[config.mk]
export PLATFORM = sky130hd
export DESIGN_NAME = card_clk_div
export DESIGN_NICKNAME = d
export VERILOG_FILES = /design/src/rtl/ccd_pkg.sv /design/src/rtl/ccd_cfg_decode.sv /design/src/rtl/ccd_toggle_core.sv /design/src/rtl/card_clk_div.sv
export SDC_FILE = /design/constraint.sdc
export NUM_CORES = 1
export LEC_CHECK = 0
export ABC_CLOCK_PERIOD_IN_PS = 3200
export BUFFER_PORTS_ARGS = -buffer_cell sky130_fd_sc_hd__buf_2
export CORE_MARGIN = 1.5
export CORE_UTILIZATION = 45
export DETAILED_ROUTE_END_ITERATION = 16
export PLACE_DENSITY = 0.66
export SLEW_MARGIN = 10
export SYNTH_ARGS = -nofsm -noshare
export SYNTH_HDL_FRONTEND = slang
export SYNTH_SLANG_ARGS = --single-unit
[constraint.sdc]
create_clock -name clk_i -period 3.2 [get_ports clk_i]
set_input_delay 0.16 -clock clk_i [delete_from_list [all_inputs] [get_ports clk_i]]
set_output_delay 0.16 -clock clk_i [all_outputs]
set_load 0.02 [all_outputs]
[src/rtl/ccd_pkg.sv]
package ccd_pkg;

    typedef enum logic [2:0] {
        MODE_LEGACY = 3'd0,
        MODE_HS     = 3'd1,
        MODE_DDR    = 3'd2,
        MODE_SDR50  = 3'd3,
        MODE_SDR104 = 3'd4
    } speed_mode_e;

    localparam logic [1:0] WIDTH_CODE_4 = 2'b01;
    localparam logic [1:0] WIDTH_CODE_8 = 2'b10;

    typedef struct packed {
        logic wide4;
        logic wide8;
        logic ddr;
        logic speed;
        logic hwfc;
        logic fbsel;
    } bus_cfg_t;

endpackage

[src/rtl/ccd_cfg_decode.sv]
module ccd_cfg_decode
    import ccd_pkg::*;
#(
    parameter int DIV_W = 10
) (
    input  logic [DIV_W-1:0] div_i,
    input  logic             rate_zero_i,
    input  logic [2:0]       mode_i,
    input  logic [1:0]       width_i,
    input  logic             fb_sel_i,
    output logic [DIV_W-1:0] half_o,
    output logic             byp_o,
    output bus_cfg_t         bus_o
);
    localparam logic [DIV_W-1:0] HALF_MAX = {DIV_W{1'b1}};
    localparam logic [DIV_W-1:0] HALF_ONE = DIV_W'(1);

    logic is_ddr;

    always_comb begin
        is_ddr = (mode_i == MODE_DDR);

        // divider choice: zero rate beats everything, then bypass rules
        half_o = div_i;
        byp_o  = 1'b0;
        if (rate_zero_i) begin
            half_o = HALF_MAX;
        end else if (div_i == '0) begin
            half_o = HALF_ONE;
            byp_o  = !is_ddr;
        end

        bus_o.wide4 = (width_i == WIDTH_CODE_4);
        bus_o.wide8 = (width_i == WIDTH_CODE_8);
        bus_o.ddr   = is_ddr;
        bus_o.speed = (mode_i >= MODE_SDR50);
        bus_o.hwfc  = 1'b1;
        bus_o.fbsel = fb_sel_i;
    end

endmodule

[src/rtl/ccd_toggle_core.sv]
module ccd_toggle_core
    import ccd_pkg::*;
#(
    parameter int DIV_W = 10
) (
    input  logic             clk_i,
    input  logic             rst_ni,
    input  logic [DIV_W-1:0] new_half_i,
    input  logic             new_byp_i,
    input  bus_cfg_t         new_bus_i,
    output logic             ck_o,
    output logic             rise_o,
    output logic             byp_o,
    output bus_cfg_t         bus_o
);
    localparam logic [DIV_W-1:0] HALF_ONE = DIV_W'(1);

    typedef struct packed {
        logic             ck;
        logic             rise;
        logic             byp;
        logic             started;
        logic [DIV_W-1:0] cnt;
        logic [DIV_W-1:0] half;
        bus_cfg_t         bus;
    } core_st_t;

    core_st_t st_d, st_q;
    logic     tick, take;

    always_comb begin
        st_d = st_q;
        tick = (st_q.cnt == st_q.half - HALF_ONE);
        // settings are taken up only where a rising edge begins
        take = !st_q.started || st_q.byp || (tick && !st_q.ck);

        if (take) begin
            st_d.started = 1'b1;
            st_d.half    = new_half_i;
            st_d.byp     = new_byp_i;
            st_d.bus     = new_bus_i;
            st_d.cnt     = '0;
            st_d.ck      = !new_byp_i;
            st_d.rise    = 1'b1;
        end else if (tick) begin
            st_d.ck   = 1'b0;
            st_d.cnt  = '0;
            st_d.rise = 1'b0;
        end else begin
            st_d.cnt  = st_q.cnt + HALF_ONE;
            st_d.rise = 1'b0;
        end
    end

    always_ff @(posedge clk_i) begin
        if (!rst_ni) begin
            st_q         <= '0;
            st_q.half    <= HALF_ONE;
        end else begin
            st_q <= st_d;
        end
    end

    assign ck_o   = st_q.ck;
    assign rise_o = st_q.rise;
    assign byp_o  = st_q.byp;
    assign bus_o  = st_q.bus;

    AST_CNT_IN_RANGE: assert property (@(posedge clk_i) disable iff (!rst_ni)
        st_q.cnt < st_q.half);
    AST_RISE_IS_EDGE: assert property (@(posedge clk_i) disable iff (!rst_ni)
        (st_q.rise && !st_q.byp) |-> (st_q.ck && !$past(st_q.ck)));
    AST_HOLD_BETWEEN_EDGES: assert property (@(posedge clk_i) disable iff (!rst_ni)
        !st_q.rise |-> ($stable(st_q.half) && $stable(st_q.bus) && $stable(st_q.byp)));
    AST_TOGGLE_AT_HALF: assert property (@(posedge clk_i) disable iff (!rst_ni)
        (!st_q.byp && !$past(st_q.byp) && (st_q.ck != $past(st_q.ck)))
        |-> ($past(st_q.cnt) == $past(st_q.half) - HALF_ONE));

endmodule

[src/rtl/card_clk_div.sv]
module card_clk_div
    import ccd_pkg::*;
#(
    parameter int DIV_W = 10
) (
    input  logic             clk_i,
    input  logic             rst_ni,
    input  logic [DIV_W-1:0] div_i,
    input  logic             rate_zero_i,
    input  logic [2:0]       mode_i,
    input  logic [1:0]       width_i,
    input  logic             fb_sel_i,
    output logic             ck_o,
    output logic             ck_en_o,
    output logic             bypass_o,
    output logic             wide4_o,
    output logic             wide8_o,
    output logic             ddr_o,
    output logic             speed_o,
    output logic             hwfc_o,
    output logic             fb_sel_o
);
    logic [DIV_W-1:0] new_half;
    logic             new_byp;
    bus_cfg_t         new_bus;
    logic             core_ck, core_rise, core_byp;
    bus_cfg_t         core_bus;

    ccd_cfg_decode #(.DIV_W(DIV_W)) u_decode (
        .div_i       (div_i),
        .rate_zero_i (rate_zero_i),
        .mode_i      (mode_i),
        .width_i     (width_i),
        .fb_sel_i    (fb_sel_i),
        .half_o      (new_half),
        .byp_o       (new_byp),
        .bus_o       (new_bus)
    );

    ccd_toggle_core #(.DIV_W(DIV_W)) u_core (
        .clk_i      (clk_i),
        .rst_ni     (rst_ni),
        .new_half_i (new_half),
        .new_byp_i  (new_byp),
        .new_bus_i  (new_bus),
        .ck_o       (core_ck),
        .rise_o     (core_rise),
        .byp_o      (core_byp),
        .bus_o      (core_bus)
    );

    assign ck_o     = core_byp ? clk_i : core_ck;
    assign ck_en_o  = core_byp | core_rise;
    assign bypass_o = core_byp;
    assign wide4_o  = core_bus.wide4;
    assign wide8_o  = core_bus.wide8;
    assign ddr_o    = core_bus.ddr;
    assign speed_o  = core_bus.speed;
    assign hwfc_o   = core_bus.hwfc;
    assign fb_sel_o = core_bus.fbsel;

    AST_DDR_NEVER_BYPASS: assert property (@(posedge clk_i) disable iff (!rst_ni)
        ddr_o |-> !bypass_o);
    AST_ONE_WIDTH: assert property (@(posedge clk_i) disable iff (!rst_ni)
        !(wide4_o && wide8_o));

endmodule

; After elaboration in Yosys (flattened, before gate mapping)
; Cells that the tools add are included.
[word_totals]
elab_cells = 37
register_bits = 29
in_bits = 19
[op_classes]
n_eq_ne = 4
n_mux = 7
bitwise_logic = 2
n_addsub = 2
n_lt_le_gt_ge = 1
n_reduce_logical = 10
[op_table]
columns = op, count
row1 = 2-to-1 mux 10 bit, 2
row2 = adder 10 x 1 -> 10 bit (second input constant), 1
row3 = == test 10 bit, 1
row4 = zero test 10 bit, 1
row5 = subtractor 10 x 1 -> 10 bit (second input constant), 1
row6 = zero test 1 bit, 4
row7 = 2-to-1 mux 1 bit, 4
row8 = == test 3 x 2 -> 1 bit (second input constant), 1
row9 = >= comparator 3 x 2 -> 1 bit (second input constant), 1
row10 = OR reduction 3 bit, 1
row11 = == test 2 x 1 -> 1 bit (second input constant), 1
row12 = == test 2 bit (second input constant), 1
row13 = logical OR 1 bit, 2
row14 = 2-to-1 mux 2 bit, 1
row15 = nonzero test 2 bit, 1
row16 = logical AND 1 bit, 1
row17 = NOT 1 bit, 1
row18 = bitwise OR 1 bit, 1

; Logic depth before layout (Yosys ltp)
[logic_depth]
depth_word = 6
depth_mapped = 12

; By module
; Synthesis repeated with hierarchy kept, for this count alone.
[unflattened]
cells_unflattened = 211
area_unflattened_um2 = 1801.7
[by_module_without_submodules]
columns = mod, area_per_inst_um2, cells_per_inst, seq_area_each_um2, n_inst
row1 = ccd_toggle_core, 1615.3, 184, 600.6, 1
row2 = ccd_cfg_decode, 165.2, 25, 0.0, 1
row3 = card_clk_div, 21.3, 2, 0.0, 1

==> metrics.yaml <==
status: "complete, no violations"
power_frac_clock_pct: 41.0
die_w_um: 64.0
post_cts_buffers: 0
track_usage_pct: 20.7
wire_per_inst_um: 14.0
fill_cells: 328
routed_wl_mm: 3.68
num_rows: 21
critPathKind: "flop to flop"
hold_buffers: 0
port_buffers: 27
antenna_found_initial: 0
min_period_over_period_pct: 87.4
drc_errors: 0
worstPathRequired_ps: 3450
start_util_pct: 48.7
synth_top_family_by_area: "simple AND/OR/NAND/NOR gates"
synth.mux.area_fraction_pct: 10.9
clock.fmax_mhz: 357
synthXorXnorAreaFrac_pct: 8.89
synth_seq_cells: 29
synth_warnings: 0
synth_fa_ha_area_share_pct: 1.49
hp-start: "fb_sel_i"
power.switching_uw: 254
crit_path_start_kind: "flop"
swShare_pct: 27.3
maxCapViolCount: 0
synth_nets: 212
peakVddDrop_mv: 0.261
clk_latency_ps: 390
worstMarginPinSlew_ps: 639
hold_viol: 0
viasPerCell: 5.52
synth-seq-area-share_pct: 34.7
finalPower_uw: 929
cp_max_fo: 11
powerDensity_nw_per_um2: 489
p_int_uw: 675
power_frac_comb_pct: 15.2
routabilityCongestion: 0.780
fin_setup_tns_ps: 0
die_h_um: 64.0
dr_total_vias: 1446
yosys.cell_types.count: 47
synthSimpleGateAreaFrac_pct: 24.0
syn_area_um2: 1680
slew_violations: 0
grt_pass1_wl_mm: 6.31
synth-compound-area-share_pct: 13.4
drtPass1Iterations: 4
rsz0062_at_grt: "no"
period_needed_ps: 2800
end_kind: "flop"
core_area_um2: 3440
syn_to_final_growth_pct: 13.4
hold_class: "primary input to flop"
final-setup-viol-count: 0
cp-startpoint: "u_core.st_q[6]"
dp_hpwl_mm: 2.71
overflow: 0
place_area_um2: 1780
clock_skew_ps: 3.65
r2r_start: "u_core.st_q[6]"
die-area_um2: 4100
postSynthCellCount: 191
final_area_um2: 1900
nets: 236
io_pins: 28
diodes: 0
drive_gt1_share_pct: 22.7
arrival_ps: 3050
seq_power_share_pct: 43.8
grt_max_degree: 35
synth.avg_cell_area_um2: 8.77
p_leak_uw: 0.000791
cts_tree: "yes"
final_antenna_net_count: 0
max-slew-margin-rel_pct: 57.4
grt_pass1_vias: 1395
drt_iter0_markers: 87
post-route-util_pct: 55.2
cts_resized: 0
clk_pin_slew_worst_paths_ps: 60
metrics by stage:
stage                     cells  hold slack [ps]  setup slack, ps
final                       262             16.1              402
after global routing        262             9.63              140
after CTS                   262             11.5              436
after detailed placement    251              418              475
after global placement      251              404              655
after floorplan             191              299              779
worst paths after layout:
check	end	slack, ps	depth (start not counted)
hold reg to reg	u_core.bus_o[0]	460	2
setup reg to reg	u_core.st_q[20]	400	8
setup / recovery	u_core.st_q[20]	400	8
hold / removal	u_core.bus_o[0]	20	3
cell type report:
type | count | area (um^2) | share of cell area (%)
Clock buffer | 10 | 119 | 6.26
Sequential cell | 29 | 581 | 30.6
Clock inverter | 2 | 10.0 | 0.527
Multi-Input combinational cell | 145 | 983 | 51.8
Timing Repair Buffer | 27 | 138 | 7.25
Tap cell | 46 | 57.6 | 3.03
Inverter | 3 | 11.3 | 0.593
cells by family (layout without fill, tap and decap cells):
logic type | Yosys count | after routing
AO/OA/AOI/OAI | 30 | 30
XOR/XNOR | 17 | 17
adder cells (fa/ha/maj) | 2 | 2
buffers and inverters | 17 | 42
flip-flops | 29 | 29
multiplexers | 18 | 18
AND/OR/NAND/NOR | 78 | 78
critical path: stages, from the launching register on:
cell	delay (ps)
dfxtp_1	470
inv_1	90
ha_1	340
o21bai_1	210
o2bb2ai_1	90
a2111oi_1	520
o31ai_2	200
o311ai_2	640
nor2_1	110
sequential cells by signal, indices dropped and copies added, names as in the netlist:
name	count
u_core.st_q	21
u_core.bus_o	5
u_core.byp_o	1
u_core.ck_o	1
u_core.rise_o	1
synthesized netlist by cell type (all sizes together):
master	n	area, um^2
a2111o	1	11.3
a2111oi	1	10.0
a211oi	1	7.51
a21boi	1	11.3
a21o	1	7.51
a21oi	1	5.00
a31oi	1	6.26
and2	1	6.26
and3	5	31.3
buf	6	70.1
clkbuf	8	30.0
dfxtp	29	581
ha	2	25.0
inv	3	11.3
mux2	2	22.5
mux2i	16	160
nand2	23	86.3
nand3	5	25.0
nand3b	2	15.0
nand4	1	6.26
nand4b	1	8.76
nor2	20	77.6
nor2b	1	6.26
nor3	2	15.0
nor3b	2	15.0
nor4	5	31.3
nor4b	3	26.3
o211ai	1	7.51
o21ai	12	60.1
o21bai	3	22.5
o2bb2ai	2	17.5
o311ai	1	16.3
o31a	2	17.5
o31ai	1	12.5
o41a	1	11.3
or2	2	15.0
or3	4	26.3
or4	1	11.3
xnor2	11	96.3
xor2	6	52.6
power by group through the flow:
| stage | logic [uW] | registers (uW) | clock network (uW) |
|---|---|---|---|
| after floorplan | 112 | 409 | 2.97 |
| after global placement | 135 | 412 | 3.85 |
| after detailed placement | 140 | 414 | 3.85 |
| after CTS | 141 | 406 | 391 |
| after global routing | 156 | 410 | 408 |
| final | 141 | 407 | 381 |
layout by cell type, fill, tap and decap left out, types with 3 or more instances in the layout:
master,n
mux2i_1,16
buf_2,27
nand2_1,23
and3_1,5
nor4_1,5
clkbuf_8,8
xnor2_1,11
o21bai_1,3
nor2_1,19
or3_1,3
nand3_1,5
dfxtp_1,29
xor2_1,6
o21ai_0,11
inv_1,3
nor4b_1,3
metal layers:
layer / global-route usage (%) / share of wire, % / vias up
met3: 6.69 / 4.4 / 12
met2: 31.4 / 47 / 41
met1: 24.6 / 46 / 672
met4: 14.4 / 2.8 / 0
met5: 0 / 0 / -
li1: - / - / 721
Power figures use the tool's default switching activity.
